<file path="src/rtl/pcseq_pkg.sv">
`timescale 1ns/1ps
package pcseq_pkg;
  localparam int OP_W = 4;

  localparam logic [OP_W-1:0] OPC_SEQ   = 4'd0;
  localparam logic [OP_W-1:0] OPC_JMP   = 4'd1;
  localparam logic [OP_W-1:0] OPC_JP    = 4'd2;
  localparam logic [OP_W-1:0] OPC_JSRP  = 4'd3;
  localparam logic [OP_W-1:0] OPC_JSR   = 4'd4;
  localparam logic [OP_W-1:0] OPC_RET   = 4'd5;
  localparam logic [OP_W-1:0] OPC_RETSK = 4'd6;
  localparam logic [OP_W-1:0] OPC_JID   = 4'd7;
  localparam logic [OP_W-1:0] OPC_LQID  = 4'd8;

  typedef enum logic [1:0] {
    PH_RUN   = 2'd0,
    PH_IJMP  = 2'd1,
    PH_ILOAD = 2'd2
  } phase_e;

  typedef enum logic [2:0] {
    SEL_INC,
    SEL_ABS,
    SEL_PAGE,
    SEL_SUBPG,
    SEL_TOP,
    SEL_IND,
    SEL_ROM
  } pc_sel_e;
endpackage

</file>
<file path="src/rtl/pcseq_rst_sync.sv">
`timescale 1ns/1ps
module pcseq_rst_sync #(
  parameter int STAGES = 2
) (
  input  logic clk,
  input  logic rst_n_i,
  output logic rst_n_o
);
  logic [STAGES-1:0] sr_q;

  always_ff @(posedge clk or negedge rst_n_i) begin
    if (!rst_n_i) sr_q <= '0;
    else          sr_q <= {sr_q[STAGES-2:0], 1'b1};
  end

  assign rst_n_o = sr_q[STAGES-1];
endmodule

</file>
<file path="src/rtl/pcseq_ctrl.sv">
`timescale 1ns/1ps
module pcseq_ctrl import pcseq_pkg::*; (
  input  logic            clk,
  input  logic            rst_n,
  input  logic [OP_W-1:0] op_i,
  input  logic            skip_i,
  output pc_sel_e         sel_o,
  output logic            push_o,
  output logic            pop_o,
  output logic            q_load_o,
  output logic            discard_o,
  output phase_e          phase_o
);
  phase_e phase_q, phase_d;
  logic   disc_q, disc_d;
  logic   ignore;

  assign ignore = skip_i | disc_q;

  always_comb begin
    sel_o    = SEL_INC;
    push_o   = 1'b0;
    pop_o    = 1'b0;
    q_load_o = 1'b0;
    phase_d  = PH_RUN;
    disc_d   = 1'b0;
    case (phase_q)
      PH_IJMP: begin
        sel_o = SEL_ROM;
      end
      PH_ILOAD: begin
        sel_o    = SEL_TOP;
        pop_o    = 1'b1;
        q_load_o = 1'b1;
      end
      default: begin
        if (!ignore) begin
          case (op_i)
            OPC_JMP:  sel_o = SEL_ABS;
            OPC_JP:   sel_o = SEL_PAGE;
            OPC_JSRP: begin
              sel_o  = SEL_SUBPG;
              push_o = 1'b1;
            end
            OPC_JSR: begin
              sel_o  = SEL_ABS;
              push_o = 1'b1;
            end
            OPC_RET: begin
              sel_o = SEL_TOP;
              pop_o = 1'b1;
            end
            OPC_RETSK: begin
              sel_o  = SEL_TOP;
              pop_o  = 1'b1;
              disc_d = 1'b1;
            end
            OPC_JID: begin
              sel_o   = SEL_IND;
              phase_d = PH_IJMP;
            end
            OPC_LQID: begin
              sel_o   = SEL_IND;
              push_o  = 1'b1;
              phase_d = PH_ILOAD;
            end
            default: sel_o = SEL_INC;
          endcase
        end
      end
    endcase
  end

  always_ff @(posedge clk or negedge rst_n) begin
    if (!rst_n) begin
      phase_q <= PH_RUN;
      disc_q  <= 1'b0;
    end else begin
      phase_q <= phase_d;
      disc_q  <= disc_d;
    end
  end

  assign discard_o = disc_q;
  assign phase_o   = phase_q;
endmodule

</file>
<file path="src/rtl/pcseq_stack.sv">
`timescale 1ns/1ps
module pcseq_stack #(
  parameter int AW    = 9,
  parameter int DEPTH = 2
) (
  input  logic          clk,
  input  logic          rst_n,
  input  logic          push_i,
  input  logic          pop_i,
  input  logic [AW-1:0] push_val_i,
  output logic [AW-1:0] top_o
);
  logic [DEPTH-1:0][AW-1:0] stk_q, stk_d;
  logic                     stk_en;

  assign stk_en = push_i | pop_i;

  always_comb begin
    stk_d = stk_q;
    if (push_i) begin
      stk_d[0] = push_val_i;
      for (int i = 1; i < DEPTH; i++) stk_d[i] = stk_q[i-1];
    end else if (pop_i) begin
      for (int i = 0; i < DEPTH-1; i++) stk_d[i] = stk_q[i+1];
    end
  end

  always_ff @(posedge clk or negedge rst_n) begin
    if (!rst_n)      stk_q <= '0;
    else if (stk_en) stk_q <= stk_d;
  end

  assign top_o = stk_q[0];
endmodule

</file>
<file path="src/rtl/pcseq_target.sv">
`timescale 1ns/1ps
module pcseq_target import pcseq_pkg::*; #(
  parameter int AW       = 9,
  parameter int PAGE_W   = 6,
  parameter int NIB_W    = 4,
  parameter int BYTE_W   = 8,
  parameter int SUB_PAGE = 2
) (
  input  logic [AW-1:0]     pc_q_i,
  input  logic [AW-1:0]     operand_i,
  input  logic [NIB_W-1:0]  acc_i,
  input  logic [NIB_W-1:0]  mem_i,
  input  logic [BYTE_W-1:0] rom_data_i,
  input  logic [AW-1:0]     stack_top_i,
  input  pc_sel_e           sel_i,
  output logic [AW-1:0]     pc_inc_o,
  output logic [AW-1:0]     pc_d_o
);
  localparam int PG_NUM_W = AW - PAGE_W;
  localparam int PAIR_W   = PG_NUM_W - 1;
  localparam logic [PG_NUM_W-1:0] SUB_ID  = PG_NUM_W'(SUB_PAGE);
  localparam logic [PAIR_W-1:0]   PAIR_ID = PAIR_W'(SUB_PAGE / 2);

  logic [AW-1:0] pc_inc, page_tgt;
  logic          in_pair;

  assign pc_inc  = pc_q_i + AW'(1);
  assign in_pair = (pc_inc[AW-1:PAGE_W+1] == PAIR_ID);

  always_comb begin
    if (in_pair) page_tgt = {pc_inc[AW-1:PAGE_W+1], operand_i[PAGE_W:0]};
    else         page_tgt = {pc_inc[AW-1:PAGE_W],   operand_i[PAGE_W-1:0]};
  end

  always_comb begin
    case (sel_i)
      SEL_ABS:   pc_d_o = operand_i;
      SEL_PAGE:  pc_d_o = page_tgt;
      SEL_SUBPG: pc_d_o = {SUB_ID, operand_i[PAGE_W-1:0]};
      SEL_TOP:   pc_d_o = stack_top_i;
      SEL_IND:   pc_d_o = {pc_inc[AW-1:2*NIB_W], acc_i, mem_i};
      SEL_ROM:   pc_d_o = {pc_q_i[AW-1:BYTE_W], rom_data_i};
      default:   pc_d_o = pc_inc;
    endcase
  end

  assign pc_inc_o = pc_inc;
endmodule

</file>
<file path="src/rtl/pc_sequencer.sv">
`timescale 1ns/1ps
module pc_sequencer import pcseq_pkg::*; #(
  parameter int AW          = 9,
  parameter int PAGE_W      = 6,
  parameter int NIB_W       = 4,
  parameter int BYTE_W      = 8,
  parameter int SUB_PAGE    = 2,
  parameter int DEPTH       = 2,
  parameter int SYNC_STAGES = 2
) (
  input  logic              clk,
  input  logic              rst_n,
  input  logic [OP_W-1:0]   op_i,
  input  logic              skip_i,
  input  logic [AW-1:0]     operand_i,
  input  logic [NIB_W-1:0]  acc_i,
  input  logic [NIB_W-1:0]  mem_i,
  input  logic [BYTE_W-1:0] rom_data_i,
  output logic [AW-1:0]     pc_o,
  output logic              q_load_o,
  output logic              discard_o
);
  logic          rst_int_n;
  logic [AW-1:0] pc_q, pc_d, pc_inc, stack_top;
  logic          push, pop;
  pc_sel_e       sel;
  phase_e        phase_q;

  pcseq_rst_sync #(.STAGES(SYNC_STAGES)) u_rst (
    .clk     (clk),
    .rst_n_i (rst_n),
    .rst_n_o (rst_int_n)
  );

  pcseq_ctrl u_ctrl (
    .clk       (clk),
    .rst_n     (rst_int_n),
    .op_i      (op_i),
    .skip_i    (skip_i),
    .sel_o     (sel),
    .push_o    (push),
    .pop_o     (pop),
    .q_load_o  (q_load_o),
    .discard_o (discard_o),
    .phase_o   (phase_q)
  );

  pcseq_target #(
    .AW(AW), .PAGE_W(PAGE_W), .NIB_W(NIB_W), .BYTE_W(BYTE_W), .SUB_PAGE(SUB_PAGE)
  ) u_tgt (
    .pc_q_i      (pc_q),
    .operand_i   (operand_i),
    .acc_i       (acc_i),
    .mem_i       (mem_i),
    .rom_data_i  (rom_data_i),
    .stack_top_i (stack_top),
    .sel_i       (sel),
    .pc_inc_o    (pc_inc),
    .pc_d_o      (pc_d)
  );

  pcseq_stack #(.AW(AW), .DEPTH(DEPTH)) u_stk (
    .clk        (clk),
    .rst_n      (rst_int_n),
    .push_i     (push),
    .pop_i      (pop),
    .push_val_i (pc_inc),
    .top_o      (stack_top)
  );

  always_ff @(posedge clk or negedge rst_int_n) begin
    if (!rst_int_n) pc_q <= '0;
    else            pc_q <= pc_d;
  end

  assign pc_o = pc_q;
endmodule

</file>
<file path="config.mk">
export PLATFORM = sky130hd
export DESIGN_NAME = pc_sequencer
export DESIGN_NICKNAME = d
export VERILOG_FILES = /design/src/rtl/pcseq_pkg.sv /design/src/rtl/pcseq_rst_sync.sv /design/src/rtl/pcseq_ctrl.sv /design/src/rtl/pcseq_stack.sv /design/src/rtl/pcseq_target.sv /design/src/rtl/pc_sequencer.sv
export SDC_FILE = /design/constraint.sdc
export NUM_CORES = 1
export LEC_CHECK = 0
export ABC_AREA = 1
export BUFFER_PORTS_ARGS = -buffer_cell sky130_fd_sc_hd__buf_2
export CAP_MARGIN = 10
export CORE_AREA = 2 2 65 67
export CTS_CLUSTER_DIAMETER = 80
export DETAILED_ROUTE_END_ITERATION = 10
export DIE_AREA = 0 0 67 69
export PLACE_DENSITY = 0.74
export SYNTH_ARGS = -nofsm -noshare
export SYNTH_HDL_FRONTEND = slang
export SYNTH_SLANG_ARGS = --single-unit
export TNS_END_PERCENT = 1
</file>
<file path="constraint.sdc">
create_clock -name clk -period 1.2 [get_ports clk]
set_clock_uncertainty 0.1 [all_clocks]
set_input_delay 0.18 -clock clk [delete_from_list [all_inputs] [get_ports clk]]
set_output_delay 0.18 -clock clk [all_outputs]
set_load 0.005 [all_outputs]
</file>
==> results_dict.tcl, run 1 <==
set metrics [dict create \
    dp_cells 413 \
    overflow 0 \
    failed_checks "negative setup slack" \
    unrepaired_setup_endpoints_after_global_routing "true" \
    area_growth_syn_to_layout_pct 44.9 \
    synth.top_cell.area_share_pct 38.9 \
    port-buffer-count 42 \
    worstPathCellList "ha_4 > nand2_2 > inv_2 > nand3_4 > nand2_4 > inv_8 > buf_12 > nor2_4 > nand2_1 > nand2_1 > nor2_1 > nand3_1" \
    grt_pass1_wl_microns 9640 \
    route.detailed.wl_per_inst_microns 13.7 \
    finalCoreUtilization_pct 76.2 \
    placementRows 23 \
    critical_path.startpoint_type "flip-flop" \
    drt_first_pass_iters 4 \
    grt_pass1_vias 2199 \
    setup-tns-final_ns -13.68 \
    die_width_microns 67 \
    post_synth.cell_area_avg_sq_um 7.20 \
    cts.htree.levels 2 \
    layout.cells.non_filler 428 \
    route.detailed.drc 0 \
    die_area_sq_um 4620 \
    drt_wl_total_microns 5870 \
    yosysSeqAreaShare_pct 38.9 \
    num-fill-cells 296 \
    gr-usage-all-layers_pct 27.0 \
    max-vdd-ir-drop_uv 782 \
    antenna_left 0 \
    number_of_antenna_diodes 0 \
    endpoint_kind "flip-flop" \
    p_per_area_nw_per_um2 1490 \
    clk_root_buffer_cell "sky130_fd_sc_hd__clkbuf_8" \
    fp.dieH_microns 69 \
    worstPathArrival_ns 1.88 \
    routed_via_density 5.33 \
    maximum_cell_stage_delay_along_the_critical_path_ns 0.41 \
    leakagePower_nw 1.56 \
    final_net_count 412 \
    combined_flip_flop_and_latch_cell_area_sq_um 801 \
    outcome "complete, but fails checks" \
    final_area_sq_um 2980 \
    number_of_setup_violations_in_the_final_report 34 \
    synth.ff_latch_count 32 \
    synth_cells 286 \
    boundaryPins 43 \
    dp_hpwl_microns 4190 \
    finalPower_mw 4.43 \
    highest_count_cells_in_the_layout_ignoring_fill_and_taps "sky130_fd_sc_hd__nand2_1 (89), sky130_fd_sc_hd__buf_2 (37), sky130_fd_sc_hd__buf_4 (35)" \
    report.final.slew_viol_count 0 \
    grt_antenna_before_repair 0 \
    drt_iter0_drc 146 \
    layout.cells.most_common "sky130_fd_sc_hd__nand2_1" \
    final_min_period_over_clock_period_pct 147 \
    clk_latency_ns 0.29 \
    critical_path.slowest_cell "sky130_fd_sc_hd__dfrtp_1" \
    maxCapViolCount 0 \
    number_of_unique_standard_cell_types_used_by_synthesis 31 \
    multi_input_gate_area_sq_um 1210 \
    crit_path_max_fanout 6 \
    crit_path_most_repeated_cell "sky130_fd_sc_hd__nand2_1" \
    final_critical_path_setup_slack_ns -0.561 \
    cp.required_ns 1.32 \
    min_period_ns 1.76 \
    fmaxAchievable_ghz 0.568 \
    yosys-top-cells-area "sky130_fd_sc_hd__dfrtp_1 (39%), sky130_fd_sc_hd__nand2_1 (18%), sky130_fd_sc_hd__nor2_1 (6.4%)" \
    timing_worst_setup_path_type "flip-flop to flip-flop" \
    core_footprint_sq_um 3910 \
    cts_tree "built" \
    clock_tree.buffer_depth 2 \
    finalHoldViolCount 0 \
    largest_net_degree_at_the_start_of_global_routing 31 \
    dpl_cell_area_sq_um 2600 \
    path_clk_slew_ns 0.06 \
    gp_congestion 0.883 \
    synth_fp_nets 321 \
    cts.sinks 32 \
    drive_above_1_share_pct 37.8 \
    worst_hold_path_type "primary input to flip-flop" \
    synth_warnings 0 \
    num_vias 2283 \
    number_of_buffers_created_by_cts 5 \
    mappedNetlistArea_sq_um 2060 \
    start_util_pct 52.6 \
    synth_top_area_cell "sky130_fd_sc_hd__dfrtp_1" \
]
-- cells in the mapped netlist (all sizes together) --
library cell	instances
nand2	103
nor2	40
dfrtp	32
inv	28
nand3	21
nand4	15
o21ai	14
buf	8
a31oi	7
nor3	4
xor2	4
ha	3
a21boi	1
a21oi	1
clkinv	1
conb	1
nand3b	1
nor4	1
o21bai	1
-- power breakdown --
group	switching, mW	internal, mW
clock network	0.391	0.615
logic	0.894	0.859
registers	0.252	1.42
total	1.54	2.89
-- cell families (layout without fill, tap and decap cells) --
| kind of cell | after synthesis | after routing | share of synthesized area (%) |
|---|---|---|---|
| other | 1 | 1 | 0.182 |
| buffers and inverters | 37 | 128 | 9.00 |
| and+or+nand+nor | 185 | 186 | 41.0 |
| DFF | 32 | 32 | 38.9 |
| AOI/OAI and AO/OA | 24 | 24 | 7.36 |
| adders and majority gates | 3 | 3 | 1.82 |
| xor gates and xnor gates | 4 | 4 | 1.70 |
-- metal layers --
metal	global-route usage (%)	part of all wire (%)
met5	0	0
met4	10.4	3.6
met1	33.4	42
met3	5.87	5.5
met2	45.1	49
-- critical path, delay by kind of cell, from the launching register on --
kind                       cells  cell delay [ns]
buffers and inverters          3             0.24
DFF                            1             0.41
and+or+nand+nor                8             0.65
adders and majority gates      1             0.30
-- flip-flops by register name (all words and copies together) (netlist names) --
register,flops
u_ctrl.discard_o,1
u_rst.sr_q,2
u_stk.stk_q,9
u_stk.top_o,9
pc_o,9
u_ctrl.phase_o,2
-- metrics by stage --
step,setup slack [ns],hold WS [ns]
after floorplan,-0.514,-0.216
after global placement,-0.597,-0.134
after detailed placement,-0.696,-0.132
after CTS,-0.532,0.0158
after global routing,-0.659,0.0282
final,-0.561,0.0179
-- final timing paths --
kind	start	end	slack, ns	depth (start not counted)
max in group asynchronous	u_rst.sr_q[1]	u_stk.top_o[7]	0.57	1
worst max register to register	u_ctrl.phase_o[1]	pc_o[4]	-0.56	12
worst max-delay path	u_ctrl.phase_o[1]	pc_o[4]	-0.56	12
worst min register to register	u_rst.sr_q[1]	u_stk.stk_q[13]	0.15	1
worst min-delay path	op_i[0]	u_ctrl.discard_o	0.02	2
min in group asynchronous	rst_n	u_rst.sr_q[1]	0.11	2
-- cell type report --
cell class	instances	share of cell area, %
flip-flops and latches	32	26.9
inverters	29	4.03
multi-input cells	218	40.5
clock inverters	2	1.17
repair buffers	91	22.9
well taps	50	2.10
clock buffers	6	2.43
-- repair_timing --
item / 4_1_cts / 5_1_grt
hold buffers: 1 / 0
gates cloned: 1 / 1
pin swaps: 14 / 9
buffers inserted: 3 / 1
endpoints found under the hold margin: 2 / 0
gates resized for setup: 41 / 15
endpoints found under the setup margin: 36 / 36
Note: power is estimated with default switching activity, not from simulation.
==> run 2: changes to the inputs <==
==> constraint.sdc (replaced) <==
create_clock -name clk -period 1.2 [get_ports clk]
set_clock_uncertainty 0.1 [all_clocks]
set_input_delay 0 -clock clk [delete_from_list [all_inputs] [get_ports clk]]
set_output_delay 0 -clock clk [all_outputs]
set_load 0.005 [all_outputs]
==> run 2 against run 1 <==
Clock power barely moved. Wire length rose by 23%. First-iteration DRC count increased by 79%. Via count is 11% higher. Critical endpoint is now pc_o[0]. Sequential share of layout area down 1.9 points. Largest power group unchanged. Highest routed layer unchanged. The flow still finishes with violations (negative setup slack).
==> results_dict.tcl, run 2 (same netlist as run 1, synthesis figures left out) <==
set metrics [dict create \
    max-vdd-ir-drop_uv 911 \
    antenna_left 0 \
    finalHoldViolCount 0 \
    grt_antenna_before_repair 0 \
    die_area_sq_um 4620 \
    setup-tns-final_ns -14.11 \
    groute.layer.met3.usage_pct 6.69 \
    drt_first_pass_iters 5 \
    clk_latency_ns 0.29 \
    number_of_antenna_diodes 0 \
    holdPathStages 5 \
    combined_flip_flop_and_latch_cell_area_sq_um 801 \
    highest_count_cells_in_the_layout_ignoring_fill_and_taps "sky130_fd_sc_hd__nand2_1 (89), sky130_fd_sc_hd__buf_2 (42), sky130_fd_sc_hd__buf_4 (38)" \
    maximum_cell_stage_delay_along_the_critical_path_ns 0.41 \
    number_of_setup_violations_in_the_final_report 30 \
    drt_iter0_drc 261 \
    port-buffer-count 42 \
    num-fill-cells 229 \
    failed_checks "negative setup slack" \
    critical_path.startpoint_type "flip-flop" \
    top_usage_layer "met2" \
    crit_path_max_fanout 8 \
    worstPathArrival_ns 1.96 \
    final_min_period_over_clock_period_pct 152 \
    report.final.slew_viol_count 0 \
    ff2ff_path_depth 8 \
    unrepaired_setup_endpoints_after_global_routing "true" \
    num_vias 2537 \
    critical_path.slowest_cell "sky130_fd_sc_hd__dfrtp_1" \
    number_of_buffers_created_by_cts 5 \
    die_width_microns 67 \
    gp_congestion 0.883 \
    route.detailed.drc 0 \
    use_met1_pct 35.9 \
    crit-reg2reg-launch "u_ctrl.phase_o[1]" \
    largest_net_degree_at_the_start_of_global_routing 31 \
    cts.sinks 32 \
    route.detailed.wl_per_inst_microns 16.0 \
    maxCapViolCount 0 \
    timing.reg2reg.setup_slack_ns -0.63 \
    final_critical_path_setup_slack_ns -0.628 \
    area_growth_syn_to_layout_pct 56.0 \
    leakagePower_nw 1.65 \
    start_util_pct 52.6 \
    endpoint_kind "flip-flop" \
    path_clk_slew_ns 0.07 \
    layout.cells.most_common "sky130_fd_sc_hd__nand2_1" \
    clk_root_buffer_cell "sky130_fd_sc_hd__clkbuf_8" \
    drt_wl_total_microns 7240 \
    worst_hold_path_type "primary input to flip-flop" \
    cp.required_ns 1.33 \
    overflow 0 \
    fp.dieH_microns 69 \
    critical_path.startpoint "u_ctrl.phase_o[1]" \
    drive_above_1_share_pct 36.7 \
    dp_hpwl_microns 4190 \
    hold_path_end "pc_o[2]" \
    grt_util_met2_pct 52.8 \
    finalCoreUtilization_pct 82.0 \
    grt_pass1_vias 2417 \
    cts_tree "built" \
    core_footprint_sq_um 3910 \
    timing_worst_setup_path_type "flip-flop to flip-flop" \
    worst_hold_startpoint "mem_i[2]" \
    fmaxAchievable_ghz 0.547 \
    final_net_count 437 \
    cts.htree.levels 2 \
    outcome "complete, but fails checks" \
    boundaryPins 43 \
    min_period_ns 1.83 \
    multi_input_gate_area_sq_um 1230 \
    r2r_end "pc_o[0]" \
    p_per_area_nw_per_um2 1390 \
    gr-usage-all-layers_pct 30.9 \
    grt_pass1_wl_microns 10900 \
    routed_via_density 5.60 \
    worstPathCellList "ha_4 > nand2_2 > buf_6 > a21oi_4 > nand4_1 > nand2_1 > nor2_2 > nand3_1" \
    placementRows 23 \
    clock_tree.buffer_depth 2 \
]
run 2: cell types whose count changed in the layout (fill, tap and decap cells not counted), sizes merged:
| cell | delta |
|---|---|
| dlygate4sd3 | +25 |
run 2: layout make-up:
class	instances	share of cell area (%)
clock inverter	2	1.09
clock buffer	6	2.26
inverter	29	3.82
timing repair buffer	116	27.7
tap	50	1.95
multi-input combinational	218	38.2
sequential	32	24.9
run 2: repair_timing:
action	in CTS	in global routing
hold buffers	26	0
pin swaps	14	12
resized for setup	31	24
buffers inserted	3	1
setup endpoints to repair	30	31
hold endpoints to repair	11	0
gates cloned	1	1
run 2: critical path: cells and delay by family, from the launching register on:
| kind | cells | cell delay [ns] |
|---|---|---|
| and+or+nand+nor | 5 | 0.55 |
| DFF | 1 | 0.41 |
| adders and majority gates | 1 | 0.30 |
| AOI/OAI and AO/OA | 1 | 0.26 |
| buffers and inverters | 1 | 0.16 |
run 2: where the power goes:
part | total [mW] | internal [mW] | switching [mW]
logic | 1.78 | 0.804 | 0.972
clock network | 1.01 | 0.616 | 0.395
registers | 1.66 | 1.42 | 0.246
run 2: how the worst max path moves through the flow:
stage                     endpoint  slack [ns]
after global routing       pc_o[0]       -0.69
after floorplan            pc_o[5]       -0.51
after CTS                  pc_o[2]       -0.53
final                      pc_o[0]       -0.63
after detailed placement   pc_o[3]       -0.70
after global placement     pc_o[3]       -0.60
run 2: routing by layer:
metal,up-vias,share of wire (%)
met1,1188,38
met2,150,50
li1,1155,-
met3,44,6.8
met5,-,0
met4,0,5.4
run 2: through the flow:
step	setup slack (ns)	instances	power, mW	area [sq um]	hold slack [ns]
3_5_place_dp	-0.696	413	3.17	2600	-0.312
6_report	-0.628	453	4.45	3210	0.0190
3_3_place_gp	-0.597	413	3.12	2600	-0.314
2_1_floorplan	-0.514	286	2.46	2070	-0.396
5_1_grt	-0.694	453	4.71	3210	0.0385
4_1_cts	-0.532	451	4.30	3110	0.0195
